### config.mk
export PLATFORM = sky130hd
export DESIGN_NAME = mdio_autoscan
export DESIGN_NICKNAME = d
export VERILOG_FILES = /design/src/rtl/mdio_autoscan.sv
export SDC_FILE = /design/constraint.sdc
export NUM_CORES = 2
export LEC_CHECK = 0
export BUFFER_PORTS_ARGS = -buffer_cell sky130_fd_sc_hd__buf_2
export CORE_ASPECT_RATIO = 1.2
export CORE_UTILIZATION = 25
export DETAILED_ROUTE_END_ITERATION = 10
export HOLD_SLACK_MARGIN = 0.15
export PLACE_DENSITY = 0.43
export SLEW_MARGIN = 5
export SYNTH_ARGS = -nofsm -noshare
export SYNTH_HDL_FRONTEND = slang
export SYNTH_SLANG_ARGS = --single-unit
### constraint.sdc
create_clock -name clk -period 6 [get_ports clk]
set_input_delay 0.9 -clock clk [delete_from_list [all_inputs] [get_ports clk]]
set_output_delay 0.9 -clock clk [all_outputs]
set_load 0.02 [all_outputs]
### src/rtl/mdio_autoscan.sv
module mdio_autoscan #(
  parameter int DIV   = 2,
  parameter int NPORT = 4,
  parameter int PORTW = (NPORT > 1) ? $clog2(NPORT) : 1
) (
  input  logic             clk,
  input  logic             rst_n,
  input  logic [7:0]       mgmt_ctrl,
  input  logic [31:0]      phy_mask,
  input  logic             host_req,
  input  logic             host_wr,
  input  logic [4:0]       host_phy,
  input  logic [4:0]       host_reg,
  input  logic [15:0]      host_wdata,
  output logic             host_busy,
  output logic [15:0]      host_rdata,
  input  logic [PORTW-1:0] sh_port,
  input  logic [4:0]       sh_reg,
  output logic [15:0]      sh_rdata,
  output logic             mdc,
  output logic             mdio_o,
  output logic             mdio_oe,
  input  logic             mdio_i
);
  localparam int PW = ($clog2(2*DIV) < 1) ? 1 : $clog2(2*DIV);
  localparam logic [PW-1:0] PH_MID  = PW'(DIV-1);
  localparam logic [PW-1:0] PH_LAST = PW'(2*DIV-1);
  localparam logic [PORTW:0] NP     = (PORTW+1)'(NPORT);

  logic scan_on, unused_ctrl;
  assign scan_on     = mgmt_ctrl[1];
  assign unused_ctrl = ^{mgmt_ctrl[7:2], mgmt_ctrl[0]};

  logic [PORTW:0] nports;
  logic [4:0]     paddr [NPORT];
  always_comb begin
    nports = '0;
    for (int k = 0; k < NPORT; k++) paddr[k] = '0;
    for (int i = 0; i < 32; i++)
      if (phy_mask[i] && nports < NP) begin
        paddr[nports[PORTW-1:0]] = i[4:0];
        nports = nports + (PORTW+1)'(1);
      end
  end

  logic act, mdc_q, fr_rd, fr_host, h_pend, h_wr;
  logic [PW-1:0] ph;
  logic [5:0] bitn;
  logic [63:0] txsh;
  logic [15:0] rxsh, h_wd, rd_q;
  logic [4:0] h_phy, h_reg, fr_reg, sp_reg;
  logic [PORTW-1:0] fr_port, sp_port, psel;
  logic [PORTW:0] nxt_port;
  logic [15:0] shadow [NPORT][32];

  assign psel     = ({1'b0, sp_port} < nports) ? sp_port : '0;
  assign nxt_port = {1'b0, fr_port} + (PORTW+1)'(1);

  logic go_host, go_scan, last;
  assign go_host = !act && h_pend;
  assign go_scan = !act && !h_pend && scan_on && (nports != '0);
  assign last    = act && (ph == PH_LAST) && (bitn == 6'd63);

  function automatic logic [63:0] mk_frame(logic rd, logic [4:0] pa, logic [4:0] ra, logic [15:0] d);
    return {32'hFFFF_FFFF, 2'b01, rd ? 2'b10 : 2'b01, pa, ra, rd ? 2'b11 : 2'b10, rd ? 16'hFFFF : d};
  endfunction

  always_ff @(posedge clk or negedge rst_n) begin
    if (!rst_n) begin
      act <= 1'b0; mdc_q <= 1'b0; fr_rd <= 1'b0; fr_host <= 1'b0;
      h_pend <= 1'b0; h_wr <= 1'b0; h_phy <= '0; h_reg <= '0; h_wd <= '0;
      ph <= '0; bitn <= '0; txsh <= '1; rxsh <= '0; rd_q <= '0;
      fr_reg <= '0; fr_port <= '0; sp_reg <= '0; sp_port <= '0;
    end else begin
      if (host_req && !h_pend) begin
        h_pend <= 1'b1;
        h_wr   <= host_wr;
        h_phy  <= host_phy;
        h_reg  <= host_reg;
        h_wd   <= host_wdata;
      end
      if (go_host) begin
        act <= 1'b1; ph <= '0; bitn <= '0;
        fr_host <= 1'b1; fr_rd <= !h_wr;
        txsh <= mk_frame(!h_wr, h_phy, h_reg, h_wd);
      end else if (go_scan) begin
        act <= 1'b1; ph <= '0; bitn <= '0;
        fr_host <= 1'b0; fr_rd <= 1'b1;
        fr_port <= psel; fr_reg <= sp_reg;
        txsh <= mk_frame(1'b1, paddr[psel], sp_reg, 16'h0000);
      end else if (act) begin
        if (ph == PH_LAST) begin
          ph    <= '0;
          mdc_q <= 1'b0;
          txsh  <= {txsh[62:0], 1'b1};
          if (bitn == 6'd63) begin
            act <= 1'b0;
            if (fr_host) begin
              h_pend <= 1'b0;
              if (fr_rd) rd_q <= rxsh;
            end else if (fr_reg == 5'd31) begin
              sp_reg  <= '0;
              sp_port <= (nxt_port >= nports) ? '0 : nxt_port[PORTW-1:0];
            end else begin
              sp_reg  <= fr_reg + 5'd1;
              sp_port <= fr_port;
            end
          end else begin
            bitn <= bitn + 6'd1;
          end
        end else begin
          ph <= ph + PW'(1);
          if (ph == PH_MID) begin
            mdc_q <= 1'b1;
            if (fr_rd && bitn >= 6'd48) rxsh <= {rxsh[14:0], mdio_i};
          end
        end
      end
    end
  end

  always_ff @(posedge clk or negedge rst_n) begin
    if (!rst_n) begin
      for (int p = 0; p < NPORT; p++)
        for (int r = 0; r < 32; r++) shadow[p][r] <= '0;
    end else if (last && !fr_host) begin
      shadow[fr_port][fr_reg] <= rxsh;
    end
  end

  assign mdc        = mdc_q;
  assign mdio_o     = txsh[63];
  assign mdio_oe    = act && (!fr_rd || bitn < 6'd46);
  assign host_busy  = h_pend;
  assign host_rdata = rd_q;
  assign sh_rdata   = shadow[sh_port][sh_reg];
endmodule

==> impl_metrics.tcl <==
set metrics [dict create \
    outcome "complete, but fails checks" \
    violations "setup timing" \
    crit_path_frequent_cell "ha_4" \
    maxSlewViolCount 0 \
    rr_worst_depth 8 \
    path_max_fanout 5 \
    vias 62584 \
    synth.area.mux_share_pct 37.5 \
    cts_root_buf "clkbuf_16" \
    setup_tns_ns -1105.74 \
    die-area_mm2 0.422 \
    cpMaxStageDelayCell "fa_2" \
    cts-buffers-inserted 245 \
    yosys_warnings 0 \
    async_flop_share_pct 100 \
    hold_class "input pin to flop" \
    synth_top_family_by_area "multiplexers" \
    yosys.area_share.simple_pct 3.37 \
    antenna_found_initial 18 \
    avgSynthCellArea_um2 15.0 \
    power.density_mw_per_mm2 463 \
    synthToLayoutAreaGrowth_pct 20.7 \
    leakagePower_nw 59.9 \
    clock_latency_ns 0.96 \
    critical_path.top_delay_family "compound AO/OA/AOI/OAI gates" \
    grt_pass1_vias 67855 \
    path_clk_slew_ns 0.06 \
    start_util_pct 25.1 \
    drtPass1Iterations 5 \
    ys_types 101 \
    post_dp_cell_area_mm2 0.116 \
    synth_xor_xnor_area_share_pct 0.360 \
    max-vdd-ir-drop_mv 1.51 \
    critical_path_class "input pin to flop" \
    cts_buffer_depth 4 \
    cts_tree "done" \
    reg.largest.list "shadow x2048, txsh x64" \
    fin_area_mm2 0.127 \
    hold_viol 0 \
    die_y_um 711 \
    synth-compound-area-share_pct 2.43 \
    coreArea_mm2 0.418 \
    place_hpwl_mm 209 \
    cts_sinks 2198 \
    grt_overflow 0 \
    fill_cells 41638 \
    arrival_ns 20.31 \
    wl_mm 322 \
    maxCapViolCount 0 \
    cts_max_level 4 \
    start_kind "input pin" \
    yosysSeqAreaShare_pct 52.5 \
    grt_max_degree 194 \
    max_stage_delay_ns 0.46 \
    slew-limit-headroom_pct 17.1 \
    fp.dieW_um 593 \
    crit_buf_inv 13 \
    drcViolationCount 0 \
    fin_util_pct 30.3 \
    vias_per_cell 4.74 \
    whs_path_depth 2 \
    critPathRequiredTime_ns 6.81 \
    syn-cell-area_mm2 0.105 \
    fmax_mhz 51.3 \
    initialDrtViolationCount 3211 \
    nets 7676 \
    yosys.area_share.adder_pct 1.36 \
    largest_register_ffs 2048 \
    layout-drive-gt1-share_pct 57.3 \
    skew_ns 0.0904 \
    pre_cts_ws_ns -15.25 \
    synth_ff_type "dfrtp_1" \
    grt_pass1_wl_mm 480 \
    hold_slack_ns 0.250 \
    ys_ff_latch 2198 \
    finalSetupViolCount 84 \
    post-route-period-util_pct 325 \
    synth_nets 7178 \
    detail_route.wl_per_cell_um 24.4 \
    postSynthCellCount 6987 \
    numPortBuffers 106 \
    worst_slack_ns -13.50 \
    place_congestion 0.797 \
    worst_setup_path_end_kind "flop" \
    path_depth 116 \
    drtAntennaViolNets 0 \
    ios 114 \
    worst_pin_slew_ns 1.24 \
    synth_edf_count 0 \
    row_count 260 \
    rsz0062_at_grt "true" \
    largest-register "shadow" \
    fin_crit_ns 19.50 \
    track_usage_pct 15.2 \
]
worst paths after layout:
| check | from | endpoint | slack, ns |
|---|---|---|---|
| max in group asynchronous | rst_n | shadow[1090] | 3.60 |
| worst max register to register | bitn[1] | shadow[203] | 1.82 |
| worst min register to register | txsh[20] | txsh[20] | 0.46 |
| min in group asynchronous | rst_n | shadow[1482] | 0.52 |
| worst max-delay path | phy_mask[0] | txsh[27] | -13.50 |
| worst min-delay path | host_wdata[0] | h_wd[0] | 0.25 |
synth_stat cells, types with 17 or more instances:
cell / n / area share, %
a21oi_1: 85 / 0.41
a22oi_1: 28 / 0.20
a31oi_1: 19 / 0.11
and2_1: 22 / 0.13
and3_1: 28 / 0.17
buf_1: 58 / 0.21
buf_2: 17 / 0.081
clkbuf_1: 509 / 1.8
dfrtp_1: 2134 / 51
dfstp_2: 64 / 1.6
ha_1: 112 / 1.3
inv_1: 78 / 0.28
mux2_2: 2127 / 23
mux4_2: 672 / 14
nand2_1: 390 / 1.4
nand3_1: 73 / 0.35
nand4_1: 26 / 0.16
nor2_1: 131 / 0.47
nor3_1: 25 / 0.12
o21ai_0: 52 / 0.25
o2bb2ai_1: 20 / 0.17
or3_1: 17 / 0.10
xnor2_1: 22 / 0.18
per-stage QoR:
stage	power (mW)	cells
floorplan	27.8	6987
finish	58.5	13193
global placement	39.1	12653
CTS	56.2	13136
global route	62.1	13182
detailed placement	39.0	12653
worst reg2reg max path: cells and delay by family (launching register included):
family / cells / cell delay [ns]
buf+inv: 1 / 0.34
flops: 1 / 0.43
mux: 1 / 0.60
fa+ha+maj: 1 / 0.20
simple gates: 5 / 2.49
logic make-up after synthesis:
logic type	count (synthesis)
adders and majority gates	113
AOI/OAI and AO/OA	369
DFF	2198
buffers and inverters	672
muxes	2817
xor gates and xnor gates	37
and+or+nand+nor	781
cells in the final DEF (no fill, tap or decap), drive strengths merged, types with 65 or more instances in the layout:
master | Yosys | layout
dfrtp | 2134 | 2134
mux2 | 2129 | 2129
buf | 81 | 822
mux4 | 672 | 672
nand2 | 391 | 391
clkbuf | 509 | 363
nor2 | 132 | 132
ha | 112 | 112
inv | 81 | 87
a21oi | 86 | 86
nand3 | 74 | 74
o21ai | 65 | 65
per-layer routing:
metal | global-route usage (%) | vias up | part of all wire, %
met1 | 19.9 | 34285 | 44
met2 | 26.5 | 869 | 51
met3 | 1.73 | 392 | 2.9
li1 | - | 27034 | -
met4 | 3.78 | 4 | 2.5
met5 | 0 | - | 0.0075
cell type report:
| type | instances | area [µm²] | share of cell area, % |
|---|---|---|---|
| antenna | 14 | 35.0 | 0.0277 |
| clock buffer | 358 | 7240 | 5.72 |
| timing repair buffer | 841 | 7090 | 5.60 |
| clock inverter | 81 | 950 | 0.750 |
| inverter | 82 | 319 | 0.252 |
| multi-input combinational | 4117 | 48900 | 38.6 |
| tap | 5502 | 6880 | 5.44 |
| sequential | 2198 | 55100 | 43.6 |
repair_timing:
action                     4_1_cts  5_1_grt
hold buffers                    14        0
setup buffers                   29       36
pin swaps                       26      135
gates resized for setup         42      218
setup endpoints to repair       84       84
hold endpoints to repair        82        0
gates cloned                     1        8
power breakdown:
part | leakage, nW | internal (mW) | total, mW | switching, mW
registers | 30.4 | 15.3 | 15.6 | 0.315
logic | 25.5 | 14.0 | 27.5 | 13.5
clock network | 4.05 | 9.08 | 15.5 | 6.38
No activity file was read; power rests on OpenSTA's default activity.
